`config.mk`:
```
export PLATFORM = sky130hd
export DESIGN_NAME = pflash_bus_front
export DESIGN_NICKNAME = d
export VERILOG_FILES = /design/src/rtl/pflash_pkg.sv /design/src/rtl/pflash_op_decode.sv /design/src/rtl/pflash_read_path.sv /design/src/rtl/pflash_cmd_latch.sv /design/src/rtl/pflash_bus_front.sv
export SDC_FILE = /design/constraint.sdc
export NUM_CORES = 1
export LEC_CHECK = 0
export BUFFER_PORTS_ARGS = -buffer_cell sky130_fd_sc_hd__buf_2
export CAP_MARGIN = 15
export CORE_MARGIN = 1.5
export CORE_UTILIZATION = 51
export DETAILED_ROUTE_END_ITERATION = 10
export PLACE_DENSITY = 0.78
export SLEW_MARGIN = 25
export SYNTH_ARGS = -nofsm -noshare
export SYNTH_HDL_FRONTEND = slang
export SYNTH_HIERARCHICAL = 1
export SYNTH_SLANG_ARGS = --single-unit
```
`constraint.sdc`:
```
create_clock -name clk -period 2 [get_ports clk]
set_input_delay 0.2 -clock clk [delete_from_list [all_inputs] [get_ports clk]]
set_output_delay 0.2 -clock clk [all_outputs]
set_load 0.02 [all_outputs]
```
`src/rtl/pflash_pkg.sv`:
```
package pflash_pkg;
    typedef enum logic [2:0] {
        OP_STANDBY = 3'd0,
        OP_READ    = 3'd1,
        OP_WRITE   = 3'd2,
        OP_OUTDIS  = 3'd3,
        OP_RESET   = 3'd4
    } bus_op_e;
endpackage

```
`src/rtl/pflash_op_decode.sv`:
```
module pflash_op_decode
    import pflash_pkg::*;
(
    input  logic    ce_n,
    input  logic    oe_n,
    input  logic    we_n,
    input  logic    hw_rst_n,
    output bus_op_e op
);
    // Reset pin first, then chip select, then the strobe pair.
    always_comb begin
        if (!hw_rst_n)           op = OP_RESET;
        else if (ce_n)           op = OP_STANDBY;
        else if (!oe_n && we_n)  op = OP_READ;
        else if (oe_n && !we_n)  op = OP_WRITE;
        else                     op = OP_OUTDIS;
    end
endmodule

```
`src/rtl/pflash_read_path.sv`:
```
module pflash_read_path
    import pflash_pkg::*;
#(
    parameter int ADDR_W = 19,
    parameter int DQ_W   = 16,
    parameter int DEPTH  = 256,
    parameter int HI_XOR = 'hC3
) (
    input  bus_op_e           op,
    input  logic              word_sel,
    input  logic [ADDR_W-1:0] addr,
    input  logic              a_lsb,
    output logic [DQ_W-1:0]   dout,
    output logic [DQ_W-1:0]   doe
);
    localparam int HALF  = DQ_W / 2;
    localparam int IDX_W = $clog2(DEPTH);

    // Computed stand-in storage.
    logic [DQ_W-1:0] rom [DEPTH];
    for (genvar i = 0; i < DEPTH; i++) begin : g_rom
        assign rom[i] = {HALF'(i) ^ HALF'(HI_XOR), HALF'(i)};
    end

    logic [DQ_W-1:0] word;
    assign word = rom[addr[IDX_W-1:0]];

    always_comb begin
        dout = '0;
        doe  = '0;
        if (op == OP_READ) begin
            if (word_sel) begin
                dout = word;
                doe  = '1;
            end else begin
                dout = {{HALF{1'b0}}, (a_lsb ? word[DQ_W-1:HALF] : word[HALF-1:0])};
                doe  = {{HALF{1'b0}}, {HALF{1'b1}}};
            end
        end
    end
endmodule

```
`src/rtl/pflash_cmd_latch.sv`:
```
module pflash_cmd_latch
    import pflash_pkg::*;
#(
    parameter int ADDR_W   = 19,
    parameter int DQ_W     = 16,
    parameter int NUM_SECT = 8
) (
    input  logic              clk,
    input  logic              rst_n,
    input  bus_op_e           op,
    input  logic              ce_n,
    input  logic              we_n,
    input  logic              hw_rst_n,
    input  logic              wprot_n,
    input  logic              word_sel,
    input  logic [ADDR_W-1:0] addr,
    input  logic [DQ_W-1:0]   dq_in,
    input  logic [NUM_SECT-1:0] sect_lock,
    output logic              cmd_valid,
    output logic [ADDR_W:0]   cmd_addr,
    output logic [DQ_W-1:0]   cmd_data
);
    localparam int HALF   = DQ_W / 2;
    localparam int CA_W   = ADDR_W + 1;
    localparam int SECT_W = $clog2(NUM_SECT);

    typedef struct packed {
        logic            pend;
        logic            valid;
        logic [CA_W-1:0] addr;
        logic [DQ_W-1:0] data;
    } cmd_st_t;

    cmd_st_t st_d, st_q;
    logic [SECT_W-1:0] sect;
    logic              blocked;

    assign sect    = st_q.addr[CA_W-1 -: SECT_W];
    assign blocked = sect_lock[sect] || (!wprot_n && (sect < SECT_W'(2)));

    always_comb begin
        st_d       = st_q;
        st_d.valid = 1'b0;
        if (op == OP_WRITE) begin
            st_d.pend = 1'b1;
            st_d.addr = word_sel ? {addr, 1'b0} : {addr, dq_in[DQ_W-1]};
            st_d.data = word_sel ? dq_in : {{HALF{1'b0}}, dq_in[HALF-1:0]};
        end else begin
            // A rising strobe ends the cycle; reset or other exits drop it.
            if (st_q.pend && hw_rst_n && (we_n || ce_n) && !blocked)
                st_d.valid = 1'b1;
            st_d.pend = 1'b0;
        end
    end

    always_ff @(posedge clk or negedge rst_n) begin
        if (!rst_n) st_q <= '0;
        else        st_q <= st_d;
    end

    assign cmd_valid = st_q.valid;
    assign cmd_addr  = st_q.addr;
    assign cmd_data  = st_q.data;
endmodule

```
`src/rtl/pflash_bus_front.sv`:
```
module pflash_bus_front
    import pflash_pkg::*;
#(
    parameter int ADDR_W   = 19,
    parameter int DQ_W     = 16,
    parameter int DEPTH    = 256,
    parameter int NUM_SECT = 8,
    parameter int HI_XOR   = 'hC3
) (
    input  logic                clk,
    input  logic                rst_n,
    input  logic                ce_n,
    input  logic                oe_n,
    input  logic                we_n,
    input  logic                hw_rst_n,
    input  logic                word_sel,
    input  logic                wprot_n,
    input  logic [ADDR_W-1:0]   addr,
    input  logic [DQ_W-1:0]     dq_in,
    input  logic [NUM_SECT-1:0] sect_lock,
    output logic [DQ_W-1:0]     dq_out,
    output logic [DQ_W-1:0]     dq_oe,
    output logic [2:0]          bus_op,
    output logic                cmd_valid,
    output logic [ADDR_W:0]     cmd_addr,
    output logic [DQ_W-1:0]     cmd_data
);
    typedef struct packed {
        logic              ce_n;
        logic              oe_n;
        logic              we_n;
        logic              rst_n;
        logic              word_sel;
        logic              wp_n;
        logic [ADDR_W-1:0] addr;
        logic [DQ_W-1:0]   dq;
    } pins_t;

    typedef struct packed {
        bus_op_e         op;
        logic [DQ_W-1:0] dout;
        logic [DQ_W-1:0] doe;
    } out_t;

    pins_t   pin_d, pin_q;
    out_t    out_d, out_q;
    bus_op_e op_w;
    logic [DQ_W-1:0] rd_dout, rd_doe;

    // Stage 1: pin capture
    always_comb begin
        pin_d.ce_n     = ce_n;
        pin_d.oe_n     = oe_n;
        pin_d.we_n     = we_n;
        pin_d.rst_n    = hw_rst_n;
        pin_d.word_sel = word_sel;
        pin_d.wp_n     = wprot_n;
        pin_d.addr     = addr;
        pin_d.dq       = dq_in;
    end

    always_ff @(posedge clk or negedge rst_n) begin
        if (!rst_n) begin
            pin_q          <= '0;
            pin_q.ce_n     <= 1'b1;
            pin_q.oe_n     <= 1'b1;
            pin_q.we_n     <= 1'b1;
            pin_q.rst_n    <= 1'b1;
            pin_q.word_sel <= 1'b1;
            pin_q.wp_n     <= 1'b1;
        end else begin
            pin_q <= pin_d;
        end
    end

    pflash_op_decode u_dec (
        .ce_n     (pin_q.ce_n),
        .oe_n     (pin_q.oe_n),
        .we_n     (pin_q.we_n),
        .hw_rst_n (pin_q.rst_n),
        .op       (op_w)
    );

    pflash_read_path #(
        .ADDR_W (ADDR_W),
        .DQ_W   (DQ_W),
        .DEPTH  (DEPTH),
        .HI_XOR (HI_XOR)
    ) u_rd (
        .op       (op_w),
        .word_sel (pin_q.word_sel),
        .addr     (pin_q.addr),
        .a_lsb    (pin_q.dq[DQ_W-1]),
        .dout     (rd_dout),
        .doe      (rd_doe)
    );

    pflash_cmd_latch #(
        .ADDR_W   (ADDR_W),
        .DQ_W     (DQ_W),
        .NUM_SECT (NUM_SECT)
    ) u_cmd (
        .clk       (clk),
        .rst_n     (rst_n),
        .op        (op_w),
        .ce_n      (pin_q.ce_n),
        .we_n      (pin_q.we_n),
        .hw_rst_n  (pin_q.rst_n),
        .wprot_n   (pin_q.wp_n),
        .word_sel  (pin_q.word_sel),
        .addr      (pin_q.addr),
        .dq_in     (pin_q.dq),
        .sect_lock (sect_lock),
        .cmd_valid (cmd_valid),
        .cmd_addr  (cmd_addr),
        .cmd_data  (cmd_data)
    );

    // Stage 2: output register
    always_comb begin
        out_d.op   = op_w;
        out_d.dout = rd_dout;
        out_d.doe  = rd_doe;
    end

    always_ff @(posedge clk or negedge rst_n) begin
        if (!rst_n) begin
            out_q.op   <= OP_STANDBY;
            out_q.dout <= '0;
            out_q.doe  <= '0;
        end else begin
            out_q <= out_d;
        end
    end

    assign bus_op = out_q.op;
    assign dq_out = out_q.dout;
    assign dq_oe  = out_q.doe;
endmodule

```
==> flow_summary.yaml <==
clocking:
  htreeDepth: 4
  cts_sinks: 114
  cts.clk_slew.worst_paths_ns: 0.05
  cts_buffers: 17
  cts-root-buf: "clkbuf_8"
  clk_latency_ns: 0.49
  tritoncts: "built"
  clockBufferDepth: 2
sta:
  finalSetupViolCount: 0
  setup_tns_ns: 0
  slew_headroom: 0.692
  rsz0062_at_grt: "false"
  period_needed_ns: 1.80
  skew_ns: 0.00798
  tightestPinTransition_ns: 0.462
  fmax_mhz: 555
  hold_violations: 0
  hold_slack_ns: 0.0398
  post-route-period-util: 0.901
  slew_violations: 0
detailed_routing:
  viasPerCell: 4.50
  drt-wirelength-per-cell_um: 13.5
  num_vias: 2567
  drt_iter0_drc: 165
  drc: 0
  drt_pass1_iterations: 4
  totalWireLength_um: 7720
  ant_nets: 0
placed_design:
  portBuffers: 122
  gp_congestion: 0.731
  hpwl_um: 4780
worst_setup_path:
  worstPathRequired_ns: 2.42
  cp-start-kind: "register"
  r2r-end: "dq_out[2]"
  cp-end-kind: "register"
  crit_slowest_cell: "dfstp_2"
  crit_cells: 5
  reg2reg_slack_ns: 0.20
  critPathMaxStageDelay_ns: 0.53
  r2r-start: "pin_q[37]"
  worst-path-max-fanout: 12
  crit_path_end: "dq_out[2]"
  worstPathArrival_ns: 2.23
  worst-r2r-cell-count: 5
  path_buf_inv: 1
  cp_top_family: "simple AND/OR/NAND/NOR gates"
  crit_start: "pin_q[37]"
  crit_path_cell_trace: "nand2b_1, a21oi_1, or3b_1, inv_2, and2_1"
  path_class: "reg -> reg"
grt:
  grt_max_degree: 51
  grt_usage: 0.203
  antenna_found_initial: 0
  grt_pass1_wl_um: 12800
  grt_pass1_vias: 2736
  overflow: 0
floorplan:
  num_rows: 32
  ioPinCount: 123
  die_x_um: 92.1
  start_util: 0.527
  die_area_um2: 8490
  fp.dieH_um: 92.1
  core_area_um2: 7690
finish:
  nFillCells: 564
  diodes: 0
  fin_nets: 506
  syn2layout_area_growth_pct: 32.9
  layout_common_cells: "121 x buf_2, 108 x dfrtp_1, 100 x nand2_1, 42 x dlygate4sd3_1, 16 x clkbuf_16"
  seqCellArea_um2: 2860
  layout_commonest_cell: "buf_2"
  multiInputGateArea_um2: 682
  final_layout_size_suffix_gt1_frac: 0.361
worst_hold_path:
  hold_path_depth: 4
  hold_path.class: "in -> reg"
logic_synthesis:
  ys_types: 28
  avgSynthCellArea_um2: 12.4
  synth_area_um2: 4050
  ys.warnings.count: 6
  syn_inst: 326
  syn_nets: 377
  ys_seq_area_frac: 0.706
  ys_seq_elements: 114
power:
  internal_power_uw: 4730
  power_frac_seq: 0.420
  swShare: 0.248
  p_leak_uw: 0.00290
  ir_worst_vdd_uv: 692
  clkPwrFrac: 0.464
  p_sw_uw: 1560
  power_uw: 6290
  combPwrFrac: 0.117
  power_density_nw_per_um2: 1170
status:
  status: "finished clean"
flow_run:
  drv_cap: 0
## registers in the layout, indices dropped and copies added, names as in the netlist
register,cells
u_cmd/cmd_data,16
u_cmd/cmd_valid,1
u_cmd/st_q,1
dq_oe,16
dq_out,16
bus_op,3
u_cmd/cmd_addr,20
pin_q,41
## cells in the mapped netlist
master / instances / area [µm²]
o2111ai_1: 1 / 8.76
nor2b_1: 2 / 12.5
buf_4: 50 / 375
dfstp_2: 6 / 158
nand3b_1: 1 / 7.51
nor2_1: 8 / 30.0
inv_1: 3 / 11.3
nor3b_1: 1 / 7.51
nand2b_1: 1 / 6.26
or3b_4: 1 / 11.3
inv_2: 2 / 7.51
buf_6: 3 / 33.8
buf_8: 4 / 60.1
nand3_1: 8 / 40.0
a21oi_1: 2 / 10.0
clkbuf_1: 1 / 3.75
mux2i_1: 4 / 40.0
a221oi_1: 1 / 8.76
or3b_1: 1 / 8.76
buf_2: 2 / 10.0
dfrtp_1: 108 / 2700
inv_4: 1 / 6.26
xnor2_1: 4 / 35.0
nor4_1: 1 / 6.26
nor3b_2: 1 / 12.5
nand4bb_1: 1 / 11.3
nand2_1: 100 / 375
and2_1: 8 / 50.1
## worst min-delay path by stage
stage                  from               to  slack (ns)
3_5_place_dp          rst_n         dq_oe[1]        0.17
5_1_grt        sect_lock[7]  u_cmd/cmd_valid        0.03
3_3_place_gp          rst_n         dq_oe[0]        0.16
4_1_cts        sect_lock[7]  u_cmd/cmd_valid       0.008
6_report       sect_lock[7]  u_cmd/cmd_valid        0.04
2_1_floorplan         rst_n        bus_op[0]        -0.1
## power groups by stage
stage	sequential, µW	clock [µW]	combinational, µW
CTS	2640	2980	737
global placement	2670	0	649
finish	2640	2920	734
global route	2670	3100	806
floorplan	2660	0	580
detailed placement	2670	0	671
## final cells by class
| class | instances | share of cell area |
|---|---|---|
| Multi-Input combinational cell | 146 | 0.127 |
| Clock inverter | 12 | 0.0295 |
| Timing Repair Buffer | 170 | 0.203 |
| Inverter | 6 | 0.00511 |
| Clock buffer | 20 | 0.0809 |
| Tap cell | 102 | 0.0237 |
| Sequential cell | 114 | 0.531 |
## stage by stage
| step | cell area, µm² | utilization | instances | setup WS, ns |
|---|---|---|---|---|
| final | 5380 | 0.700 | 570 | 0.197 |
| after global routing | 5380 | 0.700 | 570 | 0.0526 |
| after CTS | 5380 | 0.700 | 570 | 0.147 |
| after detailed placement | 4370 | 0.568 | 496 | 0.165 |
| after global placement | 4370 | 0.568 | 496 | 0.271 |
| after floorplan | 4050 | - | 326 | 0.335 |
## repair_timing
item,4_1_cts,5_1_grt
endpoints found under the setup margin,0,2
resized for setup,0,1
hold buffers,42,0
buffers inserted,0,0
hold endpoints to repair,72,0
## tightest hold or removal path: stages
cell     delay [ns]
buf_2          0.07
mux2i_1        0.06
nor2_1         0.09
nor4_1         0.06
## per-layer routing
metal / share of wire / global-route usage / vias to the layer above / wire, µm
li1: - / - / 1218 / -
met1: 0.42 / 0.233 / 1229 / 3230
met3: 0.059 / 0.0622 / 6 / 452
met5: 0 / 0 / - / 0
met2: 0.51 / 0.349 / 114 / 3950
met4: 0.011 / 0.0872 / 0 / 82
## cell families (layout without fill, tap and decap cells)
group                     Yosys count  count (layout)  synth area share
AOI/OAI and AO/OA                   4               4           0.00680
xor gates and xnor gates            4               4           0.00865
buffers and inverters              66             208             0.125
DFF                               114             114             0.706
muxes                               4               4           0.00989
and+or+nand+nor                   134             134             0.143
Power figures use the tool's default switching activity.
